File: config.mk
export PLATFORM = sky130hd
export DESIGN_NAME = spi_frame_master
export DESIGN_NICKNAME = d
export VERILOG_FILES = /design/src/rtl/spi_frame_pkg.sv /design/src/rtl/spi_frame_clkdiv.sv /design/src/rtl/spi_frame_shifter.sv /design/src/rtl/spi_frame_flags.sv /design/src/rtl/spi_frame_master.sv
export SDC_FILE = /design/constraint.sdc
export NUM_CORES = 1
export LEC_CHECK = 0
export ABC_CLOCK_PERIOD_IN_PS = 3900
export BUFFER_PORTS_ARGS = -buffer_cell sky130_fd_sc_hd__buf_2
export CAP_MARGIN = 20
export CORE_MARGIN = 10
export CORE_UTILIZATION = 50
export CTS_BUF_LIST = sky130_fd_sc_hd__clkbuf_8
export CTS_CLUSTER_SIZE = 10
export DETAILED_ROUTE_END_ITERATION = 7
export MAX_ROUTING_LAYER = met4
export PLACE_DENSITY = 0.73
export SLEW_MARGIN = 0
export SYNTH_ARGS = -nofsm -noshare
export SYNTH_HDL_FRONTEND = slang
export SYNTH_SLANG_ARGS = --single-unit
File: constraint.sdc
create_clock -name clk -period 3.9 [get_ports clk]
set_input_delay 0.585 -clock clk [delete_from_list [all_inputs] [get_ports clk]]
set_output_delay 0.585 -clock clk [all_outputs]
set_load 0.01 [all_outputs]
File: src/rtl/spi_frame_pkg.sv
package spi_frame_pkg;
   typedef enum logic [1:0] {
      ST_IDLE,
      ST_LEAD,
      ST_XFER,
      ST_TRAIL
   } spi_state_e;

   localparam int FLAG_UNDERRUN = 0;
   localparam int FLAG_OVERRUN  = 1;
   localparam int FLAG_COUNT    = 2;
endpackage

File: src/rtl/spi_frame_clkdiv.sv
module spi_frame_clkdiv #(
   parameter int DIV_W = 8
) (
   input  logic             clk,
   input  logic             rst,
   input  logic             run,
   input  logic [DIV_W-1:0] half_cycles,
   output logic             tick
);
   logic [DIV_W-1:0] cnt_q;

   assign tick = run && (cnt_q == half_cycles - DIV_W'(1));

   always_ff @(posedge clk) begin
      if (rst || !run) begin
         cnt_q <= '0;
      end else if (tick) begin
         cnt_q <= '0;
      end else begin
         cnt_q <= cnt_q + DIV_W'(1);
      end
   end
endmodule

File: src/rtl/spi_frame_shifter.sv
module spi_frame_shifter #(
   parameter int WORD_W = 8
) (
   input  logic              clk,
   input  logic              rst,
   input  logic              cpha,
   input  logic              load,
   input  logic [WORD_W-1:0] load_word,
   input  logic              lead_edge,
   input  logic              trail_edge,
   input  logic              final_edge,
   input  logic              miso,
   output logic              mosi,
   output logic [WORD_W-1:0] rx_word
);
   logic [WORD_W-1:0] tx_sh;
   logic [WORD_W-1:0] rx_sh;
   logic              mosi_q;
   logic              drive_ev;
   logic              sample_ev;

   // phase 0: present early, sample on leading edge; phase 1: the reverse
   assign drive_ev  = cpha ? lead_edge : (trail_edge && !final_edge);
   assign sample_ev = cpha ? trail_edge : lead_edge;
   assign rx_word   = sample_ev ? {rx_sh[WORD_W-2:0], miso} : rx_sh;
   assign mosi      = mosi_q;

   always_ff @(posedge clk) begin
      if (rst) begin
         tx_sh  <= '0;
         mosi_q <= 1'b0;
      end else if (load) begin
         if (cpha) begin
            tx_sh <= load_word;
         end else begin
            tx_sh  <= {load_word[WORD_W-2:0], 1'b0};
            mosi_q <= load_word[WORD_W-1];
         end
      end else if (drive_ev) begin
         mosi_q <= tx_sh[WORD_W-1];
         tx_sh  <= {tx_sh[WORD_W-2:0], 1'b0};
      end
   end

   always_ff @(posedge clk) begin
      if (rst || load) begin
         rx_sh <= '0;
      end else if (sample_ev) begin
         rx_sh <= rx_word;
      end
   end
endmodule

File: src/rtl/spi_frame_flags.sv
module spi_frame_flags #(
   parameter int N = 2
) (
   input  logic         clk,
   input  logic         rst,
   input  logic         clear,
   input  logic [N-1:0] set,
   output logic [N-1:0] flags
);
   for (genvar i = 0; i < N; i++) begin : g_flag
      logic flag_q;
      always_ff @(posedge clk) begin
         if (rst) begin
            flag_q <= 1'b0;
         end else if (set[i]) begin
            flag_q <= 1'b1;
         end else if (clear) begin
            flag_q <= 1'b0;
         end
      end
      assign flags[i] = flag_q;
   end
endmodule

File: src/rtl/spi_frame_master.sv
module spi_frame_master
   import spi_frame_pkg::*;
#(
   parameter int WORD_W = 8,
   parameter int DIV_W  = 8,
   parameter int TAIL_W = $clog2(WORD_W)
) (
   input  logic              clk,
   input  logic              rst,
   input  logic              cfg_cpol,
   input  logic              cfg_cpha,
   input  logic              cfg_ss_inv,
   input  logic [DIV_W-1:0]  cfg_half_div,
   input  logic [TAIL_W-1:0] cfg_tail,
   input  logic              tx_valid,
   output logic              tx_ready,
   input  logic [WORD_W-1:0] tx_data,
   input  logic              tx_last,
   output logic              rx_valid,
   input  logic              rx_ready,
   output logic [WORD_W-1:0] rx_data,
   input  logic              err_clear,
   output logic              err_underrun,
   output logic              err_overrun,
   output logic              sck,
   output logic              ss_out,
   output logic              mosi,
   input  logic              miso
);
   localparam int CNT_W  = $clog2(WORD_W + 1);
   localparam int LIM_W  = CNT_W + 1;
   localparam int EDGE_W = $clog2(2 * WORD_W);

   if (WORD_W < 2) begin : g_bad_word
      $error("spi_frame_master: WORD_W must be at least 2");
   end
   if (DIV_W < 1) begin : g_bad_div
      $error("spi_frame_master: DIV_W must be at least 1");
   end
   if (TAIL_W < $clog2(WORD_W)) begin : g_bad_tail
      $error("spi_frame_master: TAIL_W too narrow for WORD_W");
   end

   spi_state_e        state_q;
   logic              cur_last_q;
   logic [EDGE_W-1:0] edge_cnt_q;
   logic              sck_q;
   logic              rx_valid_q;
   logic [WORD_W-1:0] rx_data_q;

   logic              tick;
   logic              xfer_tick;
   logic              lead_edge;
   logic              trail_edge;
   logic              byte_done;
   logic              accept;
   logic              carry_on;
   logic [CNT_W-1:0]  byte_bits;
   logic [LIM_W-1:0]  bits_x2;
   logic [EDGE_W-1:0] edge_lim;
   logic [WORD_W-1:0] rx_word;
   logic [FLAG_COUNT-1:0] flag_set;
   logic [FLAG_COUNT-1:0] flag_q;
   logic              ss_active;

   assign byte_bits = (cur_last_q && (cfg_tail != '0)) ? CNT_W'(cfg_tail) : CNT_W'(WORD_W);
   assign bits_x2   = {byte_bits, 1'b0};
   assign edge_lim  = EDGE_W'(bits_x2 - LIM_W'(1));

   assign xfer_tick  = (state_q == ST_XFER) && tick;
   assign lead_edge  = xfer_tick && !edge_cnt_q[0];
   assign trail_edge = xfer_tick && edge_cnt_q[0];
   assign byte_done  = xfer_tick && (edge_cnt_q == edge_lim);

   assign tx_ready = (state_q == ST_IDLE) || (byte_done && !cur_last_q);
   assign accept   = tx_valid && tx_ready;
   assign carry_on = byte_done && !cur_last_q && tx_valid;

   spi_frame_clkdiv #(.DIV_W(DIV_W)) u_div (
      .clk         (clk),
      .rst         (rst),
      .run         (state_q != ST_IDLE),
      .half_cycles (cfg_half_div),
      .tick        (tick)
   );

   spi_frame_shifter #(.WORD_W(WORD_W)) u_shift (
      .clk        (clk),
      .rst        (rst),
      .cpha       (cfg_cpha),
      .load       (accept),
      .load_word  (tx_data),
      .lead_edge  (lead_edge),
      .trail_edge (trail_edge),
      .final_edge (byte_done),
      .miso       (miso),
      .mosi       (mosi),
      .rx_word    (rx_word)
   );

   always_ff @(posedge clk) begin
      if (rst) begin
         state_q    <= ST_IDLE;
         cur_last_q <= 1'b0;
         edge_cnt_q <= '0;
      end else begin
         unique case (state_q)
            ST_IDLE: begin
               edge_cnt_q <= '0;
               if (accept) begin
                  cur_last_q <= tx_last;
                  state_q    <= ST_LEAD;
               end
            end
            ST_LEAD: begin
               if (tick) state_q <= ST_XFER;
            end
            ST_XFER: begin
               if (byte_done) begin
                  edge_cnt_q <= '0;
                  if (carry_on) begin
                     cur_last_q <= tx_last;
                  end else begin
                     state_q <= ST_TRAIL;
                  end
               end else if (tick) begin
                  edge_cnt_q <= edge_cnt_q + EDGE_W'(1);
               end
            end
            ST_TRAIL: begin
               if (tick) state_q <= ST_IDLE;
            end
            default: state_q <= ST_IDLE;
         endcase
      end
   end

   always_ff @(posedge clk) begin
      if (rst || state_q == ST_IDLE) begin
         sck_q <= cfg_cpol;
      end else if (xfer_tick) begin
         sck_q <= ~sck_q;
      end
   end

   always_ff @(posedge clk) begin
      if (rst) begin
         rx_valid_q <= 1'b0;
         rx_data_q  <= '0;
      end else if (byte_done) begin
         rx_valid_q <= 1'b1;
         rx_data_q  <= rx_word;
      end else if (rx_ready) begin
         rx_valid_q <= 1'b0;
      end
   end

   assign flag_set[FLAG_UNDERRUN] = byte_done && !cur_last_q && !tx_valid;
   assign flag_set[FLAG_OVERRUN]  = byte_done && rx_valid_q && !rx_ready;

   spi_frame_flags #(.N(FLAG_COUNT)) u_flags (
      .clk   (clk),
      .rst   (rst),
      .clear (err_clear),
      .set   (flag_set),
      .flags (flag_q)
   );

   assign ss_active    = (state_q != ST_IDLE);
   assign ss_out       = cfg_ss_inv ? ss_active : ~ss_active;
   assign sck          = sck_q;
   assign rx_valid     = rx_valid_q;
   assign rx_data      = rx_data_q;
   assign err_underrun = flag_q[FLAG_UNDERRUN];
   assign err_overrun  = flag_q[FLAG_OVERRUN];
endmodule

=== After elaboration in Yosys (flattened, before gate mapping) ===
Cells that the tools add are included.
Widths: inputs -> output; s select.

* Add/subtract/negate cells: 4
* Multipliers: 0
* Divide/modulo/power cells: 0
* Magnitude comparators: 0
* Equality and inequality tests: 13
* Shifts and indexed selects: 0
* Mux-type cells: 31
* Bitwise gates (word level): 2
* Reductions and logical operators: 37

{| class="wikitable"
|+ Operator list
! kind !! number
|-
| $mux 8 || 4
|-
| $mux 1 || 16
|-
| $reduce_bool 2->1 || 7
|-
| $logic_and 1x1->1 || 13
|-
| $ne 2x2->1 const B || 6
|-
| $mux 2 || 5
|-
| $add 8x1->8 const B || 1
|-
| $eq 8x8->1 || 1
|-
| $mux 4 || 2
|-
| $pmux 2 s4 || 1
|-
| $pmux 4 s2 || 1
|-
| $sub 8x1->8 const B || 1
|-
| $logic_not 1->1 || 6
|-
| $reduce_and 5->1 || 1
|-
| $add 4x1->4 const B || 1
|-
| $eq 2x2->1 const B || 2
|-
| $eq 4x4->1 || 1
|-
| $logic_or 1x1->1 || 4
|-
| $reduce_and 2->1 || 2
|-
| $reduce_and 4->1 || 1
|-
| $sub 4x1->4 const B || 1
|-
| $mux 3 || 1
|-
| $ne 3x3->1 const B || 1
|-
| $reduce_bool 3->1 || 1
|-
| other kinds (6) || 7
|}

* Register bits: 44
* Bits in latches: 0
* Memory bits (writable): 0
* Bits in read-only memories: 0
* Input port bits: 29
* Memories kept: 0

=== Longest topological paths before layout ===
Gate-level depths: netlist (run 1).

* Word-level depth: 11
* Gate-level depth with buffers: 11
* Depth with buffers taken out: 9

=== Modules after synthesis ===
Synthesis (run 1) repeated with hierarchy kept, for this count alone.

* Cells, all modules: 287
* Area, all modules: 2,597.5 sq um

{| class="wikitable"
|+ By module, submodules not included
! module !! instances !! cells an instance !! area each (sq um) !! sequential area each (sq um)
|-
| spi_frame_shifter || 1 || 91 || 949.7 || 340.3
|-
| spi_frame_master || 1 || 115 || 935.9 || 350.3
|-
| spi_frame_clkdiv || 1 || 71 || 626.9 || 160.2
|-
| spi_frame_flags || 1 || 10 || 85.1 || 40.0
|}

=== Worst setup path before layout (run 1) ===
No wires, ideal clock.

* Kind: input to output
* Start point: in cfg_half_div[1]
* End point: out tx_ready
* Data arrival time: 2,613 ps
* Data required time: 3,315 ps
* Setup slack: 702 ps
* Stages on the path: 8
* Path through: or4_4 -> nor2_1 -> mux2_2 -> o31ai_1 -> buf_6 -> and3b_1 -> buf_2 -> a21o_1

* Cells in the longest elaborated chain, start to end: 7

{| class="wikitable"
|+ RTL lines
! what !! RTL line !! text
|-
| from (decl) || spi_frame_master.sv:13 || <nowiki>input logic [DIV_W-1:0] cfg_half_div,</nowiki>
|-
| $sub 8x1->8 || spi_frame_clkdiv.sv:12 || <nowiki>assign tick = run && (cnt_q == half_cycles - DIV_W'(1));</nowiki>
|-
| $eq 8x8->1 || spi_frame_clkdiv.sv:12 ||
|-
| $logic_and 1x1->1 || spi_frame_clkdiv.sv:12 ||
|-
| $logic_and 1x1->1 || spi_frame_master.sv:70 || <nowiki>assign xfer_tick = (state_q == ST_XFER) && tick;</nowiki>
|-
| $logic_and 1x1->1 || spi_frame_master.sv:73 || <nowiki>assign byte_done = xfer_tick && (edge_cnt_q == edge_lim);</nowiki>
|-
| $logic_and 1x1->1 || spi_frame_master.sv:75 || <nowiki>assign tx_ready = (state_q == ST_IDLE) || (byte_done && !cur_last_q);</nowiki>
|-
| $logic_or 1x1->1 || spi_frame_master.sv:75 ||
|-
| to (decl) || spi_frame_master.sv:16 || <nowiki>output logic tx_ready,</nowiki>
|}

Every way passes these cells.

=== Worst setup path after layout (run 1) ===
* Start point: reg cur_last_q
* End point: out tx_ready

* Cells in the longest elaborated chain, start to end: 7
* Elaborated cells between the ends (all ways): 8
* Those cells by class: add/sub: 1; eq/ne: 1; mux: 1; reduce/logical: 5

{| class="wikitable"
|+ RTL lines
! what !! RTL line !! text
|-
| from (decl) || spi_frame_master.sv:45 || <nowiki>logic cur_last_q;</nowiki>
|-
| from (signal assigned) || spi_frame_master.sv:111 || <nowiki>cur_last_q <= tx_last;</nowiki>
|-
| from (signal assigned) || spi_frame_master.sv:122 || <nowiki>cur_last_q <= tx_last;</nowiki>
|-
| $logic_and 1x1->1 || spi_frame_master.sv:66 || <nowiki>assign byte_bits = (cur_last_q && (cfg_tail != '0)) ? CNT_W'(cfg_tail) : CNT_W'(WORD_W);</nowiki>
|-
| $mux 3 || spi_frame_master.sv:66 ||
|-
| $sub 4x1->4 || spi_frame_master.sv:68 || <nowiki>assign edge_lim = EDGE_W'(bits_x2 - LIM_W'(1));</nowiki>
|-
| $eq 4x4->1 || spi_frame_master.sv:73 ||
|-
| $logic_and 1x1->1 || spi_frame_master.sv:73 ||
|-
| $logic_and 1x1->1 * || spi_frame_master.sv:75 ||
|-
| $logic_or 1x1->1 * || spi_frame_master.sv:75 ||
|}

Every way passes the cells marked *; elsewhere a longest branch is shown, timed or not.

==> results.toml, run 1 <==
[timing]
finalSetupTns_ns = 0
post-route-period-util = 0.8041
clock_skew_ns = 0.005409
min_period_ns = 3.136
fmax_ghz = 0.3189
tightestPinTransition_ns = 0.5756
slew_headroom = 0.6163
fin_hold_ws_ns = 0.4730
finalHoldViolCount = 0
rsz0062_at_grt = "no"
slew_viol_final = 0
setup_viol = 0

[die]
initial_utilization = 0.5107
ioPinCount = 44
die_area_um2 = 7961
die_w_um = 89.23
die_h_um = 89.23
rows = 25
coreArea_um2 = 4692

[flow_run]
drv_cap = 0

[finish]
diodes = 0
area_delta_synth_final_pct = 14.83
final_area_um2 = 2751
final_util = 0.5864
drive_above_1_share = 0.2293
nets = 350

[placement]
port_buffers = 43
gp_congestion = 0.8271
hpwlAfterDp_um = 3929
place_area_um2 = 2636

[power]
p_switching_uw = 394.0
pwr_density_cell_nw_per_um2 = 442.0
pwr-share-comb = 0.279
clkPwrFrac = 0.291
p_int_uw = 822.2
max-vdd-ir-drop_mv = 0.2183
p_sw_frac = 0.3240
leakagePower_uw = 0.001110
seqPwrFrac = 0.430

[cts]
ctsHoldBuffers = 0
cts_tree = "yes"
clock-sinks = 44
post_cts_buffers = 0
worstSkewPairLatency_ns = 0.29
cts_buffer_depth = 2
root_buffer = "clkbuf_8"
cts_max_level = 2
cts_buffers = 5
clkTransAtPathRegs_ns = 0.09
cts_resized = 0

[grt]
grt_pass1_wl_um = 8714
grt_overflow = 0
grt_max_degree = 28
antenna_found_initial = 0
gr-usage-all-layers = 0.1379
first_global_vias = 2031

[logic_synthesis]
synth_most_common_cell = "dfxtp_1"
async_flop_share = 0
yosysTopAreaCell = "dfxtp_1"
post-synth-top-area-fraction = 0.3593
netlist_area_um2 = 2396
ys_seq_area_frac = 0.3718
netlist_instances = 275
syn-num-nets = 312
ys_top_cells_by_area = "dfxtp_1 36%, nor2_1 5.0%, ha_1 4.2%, xnor2_1 4.0%, mux2i_1 3.8%"
ys_seq_elements = 44
netlist_top_cells_count = "43 x dfxtp_1, 32 x nor2_1, 23 x nand2_1"
synth_edf_count = 1
syn_avg_cell_area_um2 = 8.713
yosys_warnings = 0
synth_cell_types = 55
ys.flop_type = "dfxtp_1"

[route]
wl_per_cell_um = 13.98
drt_iter0_markers = 100
drc_errors = 0
vias = 2066
viasPerCell = 5.614
drtPass1Iterations = 4
ant_nets = 0
wl_um = 5146

[setup_path]
setup.worst_path.start_class = "flip-flop"
worstSetupPathType = "reg -> out"
r2r-start = "cur_last_q"
crit_path_end_kind = "output port"
crit_required_ns = 3.31
startpoint = "cur_last_q"
crit_fanout = 8
arrival_ns = 2.55

[status]
status = "finished clean"

[min_path]
hold_start = "u_flags.g_flag[1].flag_q"
hold_path.class = "reg -> reg"
[logic make-up (layout without fill, tap and decap cells)]
group	after synthesis	in the layout	share of synthesized area
AND/OR/NAND/NOR	110	110	0.2418
AO/OA/AOI/OAI	58	58	0.1802
flip-flops	44	44	0.3718
buffers and inverters	24	63	0.04543
XOR/XNOR	21	21	0.07676
multiplexers	10	10	0.04230
adder cells (fa/ha/maj)	8	8	0.04178
[critical path, cell delays in order, from the launching register on]
cell,delay [ns]
dfxtp_1,0.48
nand2_1,0.09
ha_1,0.21
xnor2_1,0.15
nand4b_1,0.20
a311oi_1,0.50
nand2_1,0.12
and3b_1,0.25
a21o_1,0.11
buf_2,0.13
[layout by cell type, fill, tap and decap left out, types with 8 or more instances in the layout]
cell type	n
mux2i_1	9
nand2_1	23
nand3_1	17
dfxtp_1	43
xor2_1	10
a21oi_1	8
buf_2	43
nor2_1	32
inv_1	9
ha_1	8
o211ai_1	9
a31oi_1	9
xnor2_1	11
a211oi_1	9
[per-layer routing]
layer,GRT usage,share of wire,vias up
met4,0.04480,0.0051,0
met5,-,0,-
met2,0.2218,0.46,47
li1,-,-,1058
met1,0.1651,0.48,957
met3,0.03464,0.056,4
[final timing paths]
check / slack, ns / endpoint / depth (start not counted)
max reg2reg: 1.07 / u_shift.mosi / 9
min: 0.47 / u_flags.g_flag[1].flag_q / 2
min reg2reg: 0.47 / u_flags.g_flag[1].flag_q / 2
max: 0.76 / tx_ready / 9
[metrics by stage]
step / instances / worst slack, ns / power, uW
after floorplan: 275 / 0.7020 / 779.6
after global placement: 360 / 0.8111 / 864.0
after detailed placement: 360 / 0.7353 / 873.0
after CTS: 368 / 0.7559 / 1228
final: 368 / 0.7641 / 1216
after global routing: 368 / 0.5668 / 1292
[area by class of cell]
cell class                 instances  area (um2)
timing repair buffer              46       237.7
fill                             420        1941
inverter                           9       33.78
multi-input combinational        207        1406
clock buffer                       5       68.82
clock inverter                     3       46.29
sequential                        44       890.9
tap                               54       67.56
[state kept, by name, summed over array words and instances, names as in the netlist]
register and flops:
rx_valid 1, cur_last_q 1, state_q 2, u_div.cnt_q 8
u_shift.rx_sh 8, edge_cnt_q 4, sck 1, u_flags.g_flag.flag_q 2
u_shift.mosi 1, u_shift.tx_sh 8, rx_data 8
[power by group through the flow]
stage | Sequential, uW | Clock, uW | Combinational [uW]
after global routing | 530 | 380 | 381
after detailed placement | 533 | 0 | 340
final | 523 | 354 | 339
after CTS | 523 | 363 | 342
after global placement | 532 | 0 | 332
after floorplan | 527 | 0 | 252
Power figures use the tool's default switching activity.
==> run 2: changes to the inputs <==
ABC_AREA = 1   (was not set)
ABC_CLOCK_PERIOD_IN_PS = 2900   (was 3900)
PLACE_DENSITY = 0.72   (was 0.73)
clock period = 2.9 ns   (was 3.9 ns; I/O delays follow)
==> run 2 against run 1 <==
Against the previous run:
- final cell count rose by 45%
- total power rose by 45%
- critical path depth rose by 5
- sequential power rose by 36%
- flip-flop and latch count did not move
- die area rose by 12%
- synthesized cell count rose by 53%
- first-iteration DRC count rose by 18%
- clock power rose by 36%
==> results.toml, run 2 <==
[grt]
grt_pass1_wl_um = 10320
antenna_found_initial = 0
grt_max_degree = 20
grt_overflow = 0
first_global_vias = 2429
gr-usage-all-layers = 0.1428

[setup_path]
arrival_ns = 2.24
setup.worst_path.start_class = "flip-flop"
crit_end = "tx_ready"
ff2ff_setup_slack_ns = 0.57
slowest_delay_ns = 0.40
crit_slowest_cell = "dfxtp_1"
crit_path_end_kind = "output port"
reg2reg_depth = 18
r2r-start = "state_q[0]"
crit_fanout = 6
path_cells = "inv_1 > ha_2 > inv_2 > nand3_1 > nor2_1 > nand2_1 > inv_2 > nand2_1 > nor2_4 > nand3_4 > nor2_8 > nand3_2 > nand2_2 > buf_2"
r2r_end = "u_shift.tx_sh[4]"
crit_required_ns = 2.47
worstSetupPathType = "reg -> out"
startpoint = "state_q[0]"

[logic_synthesis]
yosys_warnings = 0
ys_seq_elements = 44
netlist_area_um2 = 2759
post-synth-top-area-fraction = 0.3120
syn_avg_cell_area_um2 = 6.538
ys.flop_type = "dfxtp_1"
netlist_top_cells_count = "127 x nand2_1, 53 x nor2_1, 50 x inv_1"
async_flop_share = 0
synth_most_common_cell = "nand2_1"
syn-num-nets = 459
synth_edf_count = 1
ys_top_cells_by_area = "dfxtp_1 31%, nand2_1 17%, nor2_1 7.2%, nand3_1 7.1%, inv_1 6.8%"
synth_cell_types = 33
netlist_instances = 422
ys_seq_area_frac = 0.3229
yosysTopAreaCell = "dfxtp_1"

[cts]
post_cts_buffers = 0
clock-sinks = 44
cts_tree = "yes"
cts_max_level = 2
cts_resized = 0
worstSkewPairLatency_ns = 0.30
clkTransAtPathRegs_ns = 0.09
ctsHoldBuffers = 0
cts_buffer_depth = 2
root_buffer = "clkbuf_8"
cts_buffers = 5

[min_path]
hold_path.class = "in -> reg"

[timing]
min_period_ns = 2.677
fmax_ghz = 0.3735
clock_skew_ns = 0.009544
post-route-period-util = 0.9232
tightestPinTransition_ns = 0.3896
finalHoldViolCount = 0
rsz0062_at_grt = "no"
slew_headroom = 0.7382
setup_viol = 0
slew_viol_final = 0
finalSetupTns_ns = 0

[route]
wl_um = 5979
drt_iter0_markers = 118
viasPerCell = 4.893
drc_errors = 0
ant_nets = 0
vias = 2618
wl_per_cell_um = 11.18
drtPass1Iterations = 4

[die]
rows = 26
initial_utilization = 0.5268
ioPinCount = 44
die_h_um = 94.28
die_area_um2 = 8889
die_w_um = 94.28
coreArea_um2 = 5238

[placement]
place_area_um2 = 3022
port_buffers = 43
gp_congestion = 0.9050
dp_cells = 527
hpwlAfterDp_um = 4695

[finish]
area_delta_synth_final_pct = 13.83
diodes = 0
drive_above_1_share = 0.2108
nets = 501
stdcell_count = 535
layout_common_cells = "127 x nand2_1, 53 x nor2_1, 50 x inv_1"
final_area_um2 = 3141
final_common_cell = "nand2_1"

[flow_run]
drv_cap = 0

[power]
leakagePower_uw = 0.001547
max-vdd-ir-drop_mv = 0.4269
pwr_density_cell_nw_per_um2 = 563.2

[status]
status = "finished clean"
==> run 2: changes by cell type in the layout (fill, tap and decap cells not counted), moves of 7 or more <==
cell,change
a211oi_1,-9
a31oi_1,-9
inv_1,+41
inv_2,+11
mux2i_1,-9
nand2_1,+104
nand2_2,+8
nand3_1,+22
nand3_2,+7
nor2_1,+21
o211ai_1,-7
==> run 2: final cells by class <==
| cell class | count | area, um2 |
|---|---|---|
| Sequential cell | 44 | 890.9 |
| Inverter | 61 | 229.0 |
| Multi-Input combinational cell | 307 | 1587 |
| Fill cell | 540 | 2097 |
| Clock buffer | 5 | 68.82 |
| Tap cell | 70 | 87.58 |
| Clock inverter | 3 | 47.55 |
| Timing Repair Buffer | 45 | 230.2 |
==> run 2: power breakdown <==
group | switching [uW] | internal (uW)
logic | 365 | 211
clock network | 221 | 260
registers | 48.3 | 664
==> run 2: worst max-delay path: cells and delay by family, from the launching register on <==
family / cells / cell delay (ns)
simple gates: 9 / 0.91
buf+inv: 4 / 0.39
fa+ha+maj: 1 / 0.24
flops: 1 / 0.40
==> run 2: per-stage QoR <==
step	hold WS (ns)	util	setup slack (ns)	power [uW]
4_1_cts	0.3816	0.5991	0.1309	1788
3_5_place_dp	0.4668	0.5769	0.3438	1304
3_3_place_gp	0.4505	0.5769	0.4168	1293
6_report	0.3872	0.5996	0.2229	1769
2_1_floorplan	0.4595	-	0.6580	1160
5_1_grt	0.3920	0.5996	0.02741	1902
==> run 2: logic make-up after synthesis <==
kind of cell	Yosys count	share of synthesized area
AO/OA/AOI/OAI	26	0.05805
flip-flops	44	0.3229
XOR/XNOR	15	0.04762
AND/OR/NAND/NOR	258	0.4322
buffers and inverters	71	0.1029
adder cells (fa/ha/maj)	8	0.03628
==> run 2: worst min-delay path by stage <==
stage	from	endpoint	slack, ns	cells after the start
after floorplan	u_shift.tx_sh[0]	u_shift.tx_sh[0]	0.46	2
after global placement	u_flags.g_flag[1].flag_q	u_flags.g_flag[1].flag_q	0.45	2
after detailed placement	u_flags.g_flag[1].flag_q	u_flags.g_flag[1].flag_q	0.47	2
after CTS	err_clear	u_flags.g_flag[1].flag_q	0.38	4
after global routing	miso	u_shift.rx_sh[0]	0.39	3
final	err_clear	u_flags.g_flag[1].flag_q	0.39	4
==> run 2: per-layer routing <==
| metal | share of wire | vias to the layer above | track usage |
|---|---|---|---|
| met4 | 0.014 | 0 | 0.04304 |
| met5 | 0 | - | - |
| met1 | 0.48 | 1177 | 0.1682 |
| li1 | - | 1388 | - |
| met3 | 0.046 | 8 | 0.04157 |
| met2 | 0.46 | 45 | 0.2288 |
==> run 3: changes to the inputs <==
ABC_AREA = not set   (was 1)
CTS_CLUSTER_DIAMETER = 60   (was not set)
PLACE_DENSITY = 0.73   (was 0.72)
==> run 3 against run 2 <==
Against the previous run:
- via count down 20%
- hold slack improved by 0.013 ns
- largest power group unchanged
- first-iteration DRC count shrank 34%
- global-route usage down 0.60 points
- final cell count down 28%
- highest routed layer unchanged
- sequential share of layout area is 2.7 points higher
- critical path depth shrank 5
- largest cell class unchanged
- sequential power fell by 2%
- utilization is 1.5 points higher
- register-to-register slack worse by 0.19 ns
- cell area shrank 8.2%
==> results.toml, run 3 (same netlist as run 1, synthesis figures left out) <==
[status]
status = "finished clean"

[finish]
final_common_cell = "buf_2"
nets = 365
diodes = 0
final_area_um2 = 2883
layout_common_cells = "43 x buf_2, 42 x dfxtp_1, 32 x nor2_1"
area_delta_synth_final_pct = 20.31
nFillCells = 410
drive_above_1_share = 0.2766

[timing]
tightestPinTransition_ns = 0.4877
setup_viol = 0
clock_skew_ns = 0.006262
fmax_ghz = 0.3535
post-route-period-util = 0.9753
fin_hold_ws_ns = 0.3997
slew_headroom = 0.6749
min_period_ns = 2.828
slew_viol_final = 0
finalHoldViolCount = 0

[setup_path]
r2r-start = "cur_last_q"
setup.worst_path.start_class = "input port"
arrival_ns = 2.39
worstSetupPathType = "in -> out"
crit_path_end_kind = "output port"
crit_required_ns = 2.47
crit_fanout = 3
startpoint = "cfg_half_div[1]"

[route]
drc_errors = 0
viasPerCell = 5.449
vias = 2087
wl_um = 5124
drtPass1Iterations = 4
ant_nets = 0
drt_iter0_markers = 78
wl_per_cell_um = 13.38

[placement]
hpwlAfterDp_um = 4002
gp_congestion = 0.8330
place_area_um2 = 2741
port_buffers = 43

[min_path]
hold_start = "miso"
hold_path.class = "in -> reg"

[cts]
worstSkewPairLatency_ns = 0.30
cts_max_level = 2
cts_buffer_depth = 2
ctsHoldBuffers = 0
cts_tree = "yes"
clock-sinks = 44
clkTransAtPathRegs_ns = 0.08
root_buffer = "clkbuf_8"
cts_buffers = 5

[grt]
grt_max_degree = 28
grt_pass1_wl_um = 8493
first_global_vias = 1970
antenna_found_initial = 0
grt_overflow = 0
gr-usage-all-layers = 0.1367

[die]
coreArea_um2 = 4692
rows = 25
ioPinCount = 44
die_h_um = 89.23
die_w_um = 89.23
initial_utilization = 0.5107
die_area_um2 = 7961

[flow_run]
drv_cap = 0

[power]
max-vdd-ir-drop_mv = 0.3313
pwr_density_cell_nw_per_um2 = 585.8
leakagePower_uw = 0.001192
==> run 3: cell count changes in the layout (fill, tap and decap cells not counted), moves of 8 or more <==
cell	delta
nand2_1	-104
nand2_2	-8
mux2i_1	+9
nand3_1	-22
nor2_1	-21
inv_1	-41
inv_2	-11
a31oi_1	+9
buf_4	+16
a211oi_1	+9
==> run 3: worst max-delay path, stage by stage <==
cell and delay [ns]:
buf_2 0.11, or4_4 0.53, buf_4 0.15, o2111a_1 0.23, a311oi_1 0.25, o31ai_2 0.14, and3b_2 0.23, a21o_1 0.18
buf_2 0.14
==> run 3: repair_timing <==
action	4_1_cts	5_1_grt
setup endpoints to repair	1	1
setup buffers	0	1
gates resized for setup	1	4
==> run 3: area by class of cell <==
type,instances,area [um2],share of cell area
clock buffer,5,68.82,0.02387
clock inverter,3,46.29,0.01606
inverter,9,33.78,0.01172
multi-input combinational,207,1421,0.4931
sequential,44,894.6,0.3103
tap,54,67.56,0.02344
timing repair buffer,61,350.3,0.1215
==> run 3: metal layers <==
metal,global-route usage,up-vias,wire length (um)
li1,-,1090,-
met1,0.1586,950,2400
met2,0.2191,43,2379
met3,0.04011,4,280
met4,0.05058,0,64
met5,-,-,0
==> run 3: stage by stage <==
stage            util  cells  total power (uW)  setup WS [ns]    TNS (ns)
3_5_place_dp   0.5843    374              1209       -0.06385     -0.1600
4_1_cts        0.6091    382              1695        0.04372           0
5_1_grt        0.6144    383              1786     -0.0008331  -0.0008331
6_report       0.6144    383              1689        0.07153           0
2_1_floorplan       -    275              1048       0.002021           0
3_3_place_gp   0.5843    374              1199       0.009696           0
==> run 3: path summary, 6_finish.rpt <==
| path | endpoint | slack, ns | depth (start not counted) |
|---|---|---|---|
| setup / recovery | tx_ready | 0.07 | 9 |
| setup reg to reg | state_q[1] | 0.38 | 10 |
| hold / removal | u_shift.rx_sh[0] | 0.40 | 3 |
| hold reg to reg | u_flags.g_flag[1].flag_q | 0.48 | 2 |
==> run 3: report_power, final <==
| part | internal, uW | leakage (uW) | switching, uW |
|---|---|---|---|
| Combinational | 221 | 0.000777 | 282 |
| Sequential | 660 | 0.000360 | 38.8 |
| Clock | 260 | 0.0000548 | 226 |
